## config.mk

```make
export PLATFORM = sky130hd
export DESIGN_NAME = burst_dram_seq
export DESIGN_NICKNAME = d
export VERILOG_FILES = /design/src/rtl/burst_seq_pkg.sv /design/src/rtl/burst_seq_ctrl.sv /design/src/rtl/burst_seq_dpath.sv /design/src/rtl/burst_dram_seq.sv
export SDC_FILE = /design/constraint.sdc
export NUM_CORES = 1
export LEC_CHECK = 0
export CAP_MARGIN = 10
export CORE_ASPECT_RATIO = 1.1
export CORE_MARGIN = 5
export CORE_UTILIZATION = 40
export DETAILED_ROUTE_END_ITERATION = 10
export PLACE_DENSITY_LB_ADDON = 0.1
export SETUP_SLACK_MARGIN = 0.4
export SLEW_MARGIN = 5
export SYNTH_ARGS = -nofsm -noshare
export SYNTH_HDL_FRONTEND = slang
export SYNTH_SLANG_ARGS = --single-unit
```

## constraint.sdc

```tcl
create_clock -name clk -period 2.4 [get_ports clk]
set_input_delay 0.72 -clock clk [delete_from_list [all_inputs] [get_ports clk]]
set_output_delay 0.72 -clock clk [all_outputs]
set_load 0.01 [all_outputs]
```

## src/rtl/burst_seq_pkg.sv

```systemverilog
package burst_seq_pkg;
  typedef enum logic [1:0] {
    ST_IDLE  = 2'd0,
    ST_ACT   = 2'd1,
    ST_BURST = 2'd2,
    ST_PRE   = 2'd3
  } seqState_t;

  typedef struct packed {
    logic load;     // capture the request fields
    logic advance;  // step column, count down beats
    logic selRow;   // address lines carry the row
    logic rowOn;    // row strobe
    logic colOn;    // column strobe
  } seqStrobes_t;
endpackage

```

## src/rtl/burst_seq_ctrl.sv

```systemverilog
module burst_seq_ctrl
  import burst_seq_pkg::*;
#(
  parameter int T_RCD = 2,
  parameter int T_RP  = 3
) (
  input  logic        clk,
  input  logic        rstN,
  input  logic        reqValid,
  input  logic        lenZero,
  input  logic        lastBeat,
  output seqStrobes_t strb,
  output logic        reqReady
);
  localparam int TMAX  = (T_RCD > T_RP) ? T_RCD : T_RP;
  localparam int TMR_W = $clog2(TMAX + 1);

  seqState_t         state, stateNxt;
  logic [TMR_W-1:0]  timer, timerNxt;

  always_comb begin
    stateNxt = state;
    timerNxt = timer;
    strb     = '0;
    reqReady = 1'b0;
    unique case (state)
      ST_IDLE: begin
        reqReady = 1'b1;
        if (reqValid && !lenZero) begin
          strb.load = 1'b1;
          stateNxt  = ST_ACT;
          timerNxt  = TMR_W'(T_RCD - 1);
        end
      end
      ST_ACT: begin
        strb.rowOn  = 1'b1;
        strb.selRow = 1'b1;
        if (timer == '0) stateNxt = ST_BURST;
        else             timerNxt = timer - 1'b1;
      end
      ST_BURST: begin
        strb.rowOn   = 1'b1;
        strb.colOn   = 1'b1;
        strb.advance = 1'b1;
        if (lastBeat) begin
          stateNxt = ST_PRE;
          timerNxt = TMR_W'(T_RP - 1);
        end
      end
      ST_PRE: begin
        if (timer == '0) stateNxt = ST_IDLE;
        else             timerNxt = timer - 1'b1;
      end
      default: stateNxt = ST_IDLE;
    endcase
  end

  always_ff @(posedge clk) begin
    if (!rstN) begin
      state <= ST_IDLE;
      timer <= '0;
    end else begin
      state <= stateNxt;
      timer <= timerNxt;
    end
  end

  AST_ACCEPT_OPENS: assert property (@(posedge clk) disable iff (!rstN)
    reqValid && reqReady && !lenZero |=> strb.rowOn);
  AST_LAST_CLOSES: assert property (@(posedge clk) disable iff (!rstN)
    strb.colOn && lastBeat |=> !strb.rowOn && !reqReady);
endmodule

```

## src/rtl/burst_seq_dpath.sv

```systemverilog
module burst_seq_dpath
  import burst_seq_pkg::*;
#(
  parameter int ROW_W  = 4,
  parameter int COL_W  = 4,
  parameter int DATA_W = 8,
  parameter int ADDR_W = 4
) (
  input  logic              clk,
  input  logic              rstN,
  input  seqStrobes_t       strb,
  input  logic              reqWrite,
  input  logic [ROW_W-1:0]  reqRow,
  input  logic [COL_W-1:0]  reqCol,
  input  logic [COL_W:0]    reqLen,
  input  logic [DATA_W-1:0] wrData,
  input  logic [DATA_W-1:0] dramDin,
  output logic              lenZero,
  output logic              lastBeat,
  output logic              rowStrobe,
  output logic              colStrobe,
  output logic              dramWe,
  output logic [ADDR_W-1:0] dramAddr,
  output logic [DATA_W-1:0] dramDout,
  output logic              wrTake,
  output logic [DATA_W-1:0] rdData,
  output logic              rdValid
);
  localparam int LEN_W = COL_W + 1;
  localparam int COLS  = 1 << COL_W;

  logic [ROW_W-1:0] rowReg;
  logic [COL_W-1:0] colReg;
  logic [LEN_W-1:0] cntReg, avail, clampLen;
  logic             wrReg;

  assign avail    = LEN_W'(COLS) - {1'b0, reqCol};
  assign clampLen = (reqLen > avail) ? avail : reqLen;
  assign lenZero  = (reqLen == '0);
  assign lastBeat = (cntReg == LEN_W'(1));

  always_ff @(posedge clk) begin
    if (!rstN) begin
      rowReg <= '0;
      colReg <= '0;
      cntReg <= '0;
      wrReg  <= 1'b0;
    end else if (strb.load) begin
      rowReg <= reqRow;
      colReg <= reqCol;
      cntReg <= clampLen;
      wrReg  <= reqWrite;
    end else if (strb.advance) begin
      colReg <= colReg + 1'b1;
      cntReg <= cntReg - 1'b1;
    end
  end

  assign rowStrobe = strb.rowOn;
  assign colStrobe = strb.colOn;
  assign dramAddr  = strb.selRow ? ADDR_W'(rowReg) : ADDR_W'(colReg);
  assign dramWe    = strb.colOn && wrReg;
  assign wrTake    = strb.colOn && wrReg;
  assign dramDout  = wrData;

  always_ff @(posedge clk) begin
    if (!rstN) begin
      rdValid <= 1'b0;
      rdData  <= '0;
    end else begin
      rdValid <= strb.colOn && !wrReg;
      if (strb.colOn && !wrReg) rdData <= dramDin;
    end
  end

  AST_COL_NEEDS_ROW: assert property (@(posedge clk) disable iff (!rstN)
    colStrobe |-> rowStrobe);
  AST_COL_STEP: assert property (@(posedge clk) disable iff (!rstN)
    colStrobe && $past(colStrobe) |-> dramAddr == $past(dramAddr) + 1'b1);
  AST_NO_WRAP: assert property (@(posedge clk) disable iff (!rstN)
    colStrobe && $past(colStrobe) |-> dramAddr != '0);
  AST_PRECHARGE_GAP: assert property (@(posedge clk) disable iff (!rstN)
    $fell(rowStrobe) |=> !rowStrobe);
  AST_READ_PULSE: assert property (@(posedge clk) disable iff (!rstN)
    rdValid |-> $past(colStrobe && !dramWe));
endmodule

```

## src/rtl/burst_dram_seq.sv

```systemverilog
module burst_dram_seq
  import burst_seq_pkg::*;
#(
  parameter int ROW_W  = 4,
  parameter int COL_W  = 4,
  parameter int DATA_W = 8,
  parameter int T_RCD  = 2,
  parameter int T_RP   = 3,
  localparam int ADDR_W = (ROW_W > COL_W) ? ROW_W : COL_W
) (
  input  logic              clk,
  input  logic              rstN,
  input  logic              reqValid,
  output logic              reqReady,
  input  logic              reqWrite,
  input  logic [ROW_W-1:0]  reqRow,
  input  logic [COL_W-1:0]  reqCol,
  input  logic [COL_W:0]    reqLen,
  input  logic [DATA_W-1:0] wrData,
  output logic              wrTake,
  output logic [DATA_W-1:0] rdData,
  output logic              rdValid,
  output logic              rowStrobe,
  output logic              colStrobe,
  output logic              dramWe,
  output logic [ADDR_W-1:0] dramAddr,
  output logic [DATA_W-1:0] dramDout,
  input  logic [DATA_W-1:0] dramDin
);
  seqStrobes_t strb;
  logic        lenZero, lastBeat;

  burst_seq_ctrl #(.T_RCD(T_RCD), .T_RP(T_RP)) i_ctrl (
    .clk(clk), .rstN(rstN), .reqValid(reqValid), .lenZero(lenZero),
    .lastBeat(lastBeat), .strb(strb), .reqReady(reqReady)
  );

  burst_seq_dpath #(.ROW_W(ROW_W), .COL_W(COL_W), .DATA_W(DATA_W), .ADDR_W(ADDR_W)) i_dpath (
    .clk(clk), .rstN(rstN), .strb(strb), .reqWrite(reqWrite), .reqRow(reqRow),
    .reqCol(reqCol), .reqLen(reqLen), .wrData(wrData), .dramDin(dramDin),
    .lenZero(lenZero), .lastBeat(lastBeat), .rowStrobe(rowStrobe),
    .colStrobe(colStrobe), .dramWe(dramWe), .dramAddr(dramAddr),
    .dramDout(dramDout), .wrTake(wrTake), .rdData(rdData), .rdValid(rdValid)
  );
endmodule

```

# Word-level counts from Yosys, hierarchy flattened
# Index checks and enable logic that the tools add are counted.
# word_totals
register_bits	27
inputBits	33
output_inout_bits	26
word_cells	55
# classes
n_addsub	4
magnitude_cmp	1
n_eq_ne	9
muxes	20
n_reduce_logical	13
# op_table
operator	n
2-to-1 mux 5 bit	3
2-to-1 mux 2 bit	6
2-to-1 mux 4 bit	3
inequality test 2 x 1 -> 1 bit (second input constant)	4
case mux 2 bit (4 select lines)	1
2-to-1 mux 1 bit	6
case mux 2 bit (3 select lines)	1
equality test 5 x 1 -> 1 bit (second input constant)	1
> comparator 5 bit	1
logical NOT 5 bit	1
subtractor 5 x 1 -> 5 bit (second input constant)	1
subtractor 5 x 4 -> 5 bit (first input constant)	1
adder 4 x 1 -> 4 bit (second input constant)	1
equality test 2 bit (second input constant)	2
logical NOT 2 bit	2
AND reduction 4 bit	1
OR reduction 2 bit	2
logical AND 1 bit	3
AND reduction 3 bit	1
equality test 2 x 1 -> 1 bit (second input constant)	1
logical NOT 1 bit	2
inequality test 2 bit (second input constant)	1
nonzero test 2 bit	1
subtractor 2 x 1 -> 2 bit (second input constant)	1

# Longest topological paths before layout
# depth
word_depth	6
mapped_depth	9
mapped_depth_nobuf	9

# Modules after synthesis
# Synthesis repeated with hierarchy kept, for this count alone.
# hier_totals
hier_cells	201
area_unflattened_um2	1759.2
# by_module_without_submodules
mod	instances	cells_each	area_each_um2	seq_area_each_um2
burst_seq_dpath	1	164	1418.9	460.4
burst_seq_ctrl	1	37	340.3	80.1

# Least setup slack after synthesis
# OpenSTA, ideal clock, no wires.
# synth_timing
kind	input -> register
start	in reqCol[0]
end	reg i_dpath.cntReg[0]
setup_time_ns	0.122
t_arrival_ns	2.303
required_ns	2.278
setup_slack_ns	-0.025
cell_stages	9
path_buffers	0
cell_sequence	inv_1 > ha_1 > xor2_1 > ha_1 > o21ai_0 > a21oi_1 > o31ai_2 > mux2i_1 > a21oi_1
# synth_via
elab_chain_cells	4
# synth_rtl
item	line	text
start: declaration	burst_dram_seq.sv:17	input logic [COL_W-1:0] reqCol,
subtractor 5 x 4 -> 5 bit *	burst_seq_dpath.sv:37	assign avail = LEN_W'(COLS) - {1'b0, reqCol};
> comparator 5 bit	burst_seq_dpath.sv:38	assign clampLen = (reqLen > avail) ? avail : reqLen;
2-to-1 mux 5 bit *	burst_seq_dpath.sv:38	
2-to-1 mux 5 bit *	burst_seq_dpath.sv:48	end else if (strb.load) begin
end signal: assignment	burst_seq_dpath.sv:51	cntReg <= clampLen;
end signal: assignment	burst_seq_dpath.sv:55	cntReg <= cntReg - 1'b1;
end: declaration	burst_seq_dpath.sv:34	logic [LEN_W-1:0] cntReg, avail, clampLen;
# Mark *: on every way between the ends. The rest lies on a longest branch, timed or not.
# A chain may end at the register's enable or synchronous reset.

# Worst setup path in the final report
# layout_timing
start	in reqCol[1]
end	reg i_dpath.cntReg[1]
# The elaborated chain is that of the path after synthesis.

==> metrics.md <==
| Metric | Value |
|---|---|
| Outcome | `finished, final reports clean` |
| Root buffer cell | `clkbuf_8` |
| LEAKAGE | `1.066 nW` |
| CP arrival | `2.44 ns` |
| Most common cell after layout, fill and taps aside | `nand2_1` |
| Wire per inst | `13.97 um` |
| Slew HR | `0.5899` |
| Final Hold Fails | `0` |
| Worst VDD drop | `0.4001 mV` |
| Pwr/cell area | `929.2 mW/mm^2` |
| Clock slew at reported path FFs | `0.10 ns` |
| First-pass GRT wire length | `6.782 mm` |
| Post-synth EDFFs | `0` |
| DP Wirelength | `3.173 mm` |
| Vias | `1512` |
| Hold_ws | `0.4670 ns` |
| Post-synth ARST share | `0` |
| Die Wd | `71.34 um` |
| #FFs+latches synth | `27` |
| Final weighted congestion in routability-driven placement | `0.8406` |
| Skew final | `0.004347 ns` |
| Synth Instances | `197` |
| Cell Area, Synth | `0.001655 sq mm` |
| Top post-synthesis cells by area | `dfxtp_1, ha_1, nand2_1` |
| Max Clock Freq | `441.6 MHz` |
| # H-tree levels | `1` |
| Initial cell density of the core | `0.4145` |
| Routed WL | `4.261 mm` |
| RSZ-0062 raised after global routing | `yes` |
| Total gr overflow | `0` |
| Max Cap Violations | `0` |
| Area grow syn2layout | `50.34%` |
| Comb power frac | `0.588` |
| Sequential power share | `0.298` |
| Via/cell ratio | `4.957` |
| Largest net degree at the start of global routing | `16` |
| Setup slack at placement | `-0.6440 ns` |
| Seq/Total Area, Yosys | `0.3265` |
| P_sw | `0.8939 mW` |
| Final Max Tran Viols | `0` |
| YS warnings | `0` |
| Critical Path RT | `2.57 ns` |
| Vias in the first global route | `1434` |
| Clk pwr share | `0.114` |
| DRT Pass-1 Iters | `4` |
| Worst-margin pin slew | `0.6139 ns` |
| Die Ht | `77.47 um` |
| Total Nets Final | `301` |
| # rows | `24` |
| Routed Antenna Nets | `0` |
| Crit Path Max Fanout | `6` |
| Worst Setup Slack, final | `0.1356 ns` |
| Initial DRC count | `62` |
| Antenna cells | `0` |
| Crit path time final | `2.264 ns` |
| CTS tree | `yes` |
| Sink Count | `27` |
| Ys flop type | `dfxtp_1` |
| Layout cells sized above 1 | `0.3004` |
| Setup crit end kind | `register` |
| Most frequent cells in the layout | `nand2_1, dfxtp_1, clkdlybuf4s50_1` |
| Setup crit start kind | `input port` |
| Tcrit/Tclk final | `0.9435` |
| Final Util | `0.6231` |
| I/O pin cnt | `59` |
| DRC Markers | `0` |
| P_int | `1.418 mW` |
| Worst hold path class | `register to register` |
| Unique cell type count in the Yosys netlist | `41` |
| Total Routing Usage GR | `0.1524` |
| Antenna violations before repair | `0` |
| Final setup vio count | `0` |
| Yosys top cell by area | `dfxtp_1` |
| Sw frac | `0.3866` |
| CTS Buf Count | `3` |
| Max clock buf depth | `2` |
| Syn Area/Cell | `8.403 sq um` |
| Port bufs | `42` |
| Final TNS setup | `0 ns` |
| Clk_lat worst skew | `0.27 ns` |
| DIE AREA | `0.005526 sq mm` |
| Core footprint | `0.003994 sq mm` |
| Yosys top cell area share | `0.3265` |
| CP Class | `input port to register` |
| Syn nets | `244` |
[metrics by stage]
stage	power [mW]	cell area [sq um]	instances
CTS	2.292	2445	304
floorplan	1.430	1710	197
global route	2.470	2489	305
global placement	1.814	2250	295
finish	2.312	2489	305
detailed placement	1.853	2250	295
[power groups by stage]
stage / registers [mW] / clock network [mW] / logic (mW)
5_1_grt: 0.708 / 0.286 / 1.48
6_report: 0.689 / 0.264 / 1.36
4_1_cts: 0.687 / 0.274 / 1.33
3_3_place_gp: 0.681 / 0 / 1.13
3_5_place_dp: 0.688 / 0 / 1.17
2_1_floorplan: 0.691 / 0 / 0.739
[flip-flops by register name, summed over array words and instances, names as in the netlist]
register,count
i_dpath.rdData,8
i_dpath.cntReg,5
i_dpath.colReg,4
i_dpath.rowReg,4
i_ctrl.state,2
i_ctrl.timer,2
i_dpath.rdValid,1
i_dpath.wrReg,1
[synth_stat cells, types with 2 or more instances]
master / number
a21boi_0: 10
a21boi_2: 2
a21oi_1: 10
and2_1: 2
buf_1: 2
buf_4: 9
clkbuf_1: 5
dfxtp_1: 27
ha_1: 14
inv_1: 12
mux2_2: 4
mux2i_1: 5
nand2_1: 39
nand2b_1: 2
nor2_1: 9
nor2b_1: 2
o211a_1: 4
o21a_1: 3
o21ai_0: 4
o21ai_1: 3
o31ai_1: 2
xnor2_1: 2
xor2_1: 7
[repair_timing]
item	in CTS	in global routing
setup endpoints to repair	27	23
buffers inserted	5	1
hold endpoints to repair	0	0
hold buffers	0	0
pin swaps	19	4
gates resized for setup	80	14
[layer usage]
metal	share of wire	global-route usage
met1	0.44	0.1792
met2	0.50	0.2757
met3	0.037	0.01809
met4	0.022	0.06203
met5	0	0
[area by class of cell]
class	instances	area, sq um
fillers	356	1505
well taps	52	65.06
repair buffers	70	660.6
inverters	12	67.56
clock inverters	1	5.005
clock buffers	3	41.29
multi-input cells	140	1106
flip-flops and latches	27	543.0
[kinds of logic after synthesis]
| family | after synthesis | share of synthesized area |
|---|---|---|
| compound gates | 45 | 0.1958 |
| buf+inv | 30 | 0.09372 |
| xor+xnor | 9 | 0.04762 |
| mux | 9 | 0.05744 |
| simple gates | 63 | 0.1731 |
| fa+ha+maj | 14 | 0.1058 |
| flops | 27 | 0.3265 |
[critical path, cell delays in order]
cell and delay (ns):
buf_6 0.09, buf_8 0.13, nor3_4 0.20, xor2_2 0.21, ha_1 0.29, o21ai_2 0.07
a21oi_2 0.06, o31ai_4 0.33, mux2i_1 0.24, a21oi_1 0.08
[final timing paths]
| kind | startpoint | end | slack (ns) | depth (start not counted) |
|---|---|---|---|---|
| max | reqCol[1] | i_dpath.cntReg[1] | 0.14 | 10 |
| min | i_dpath.rdData[5] | i_dpath.rdData[5] | 0.47 | 2 |
| max reg2reg | i_ctrl.state[0] | i_dpath.rdData[0] | 0.58 | 7 |
| min reg2reg | i_dpath.rdData[5] | i_dpath.rdData[5] | 0.47 | 2 |
Note: power is estimated with default switching activity, not from simulation.
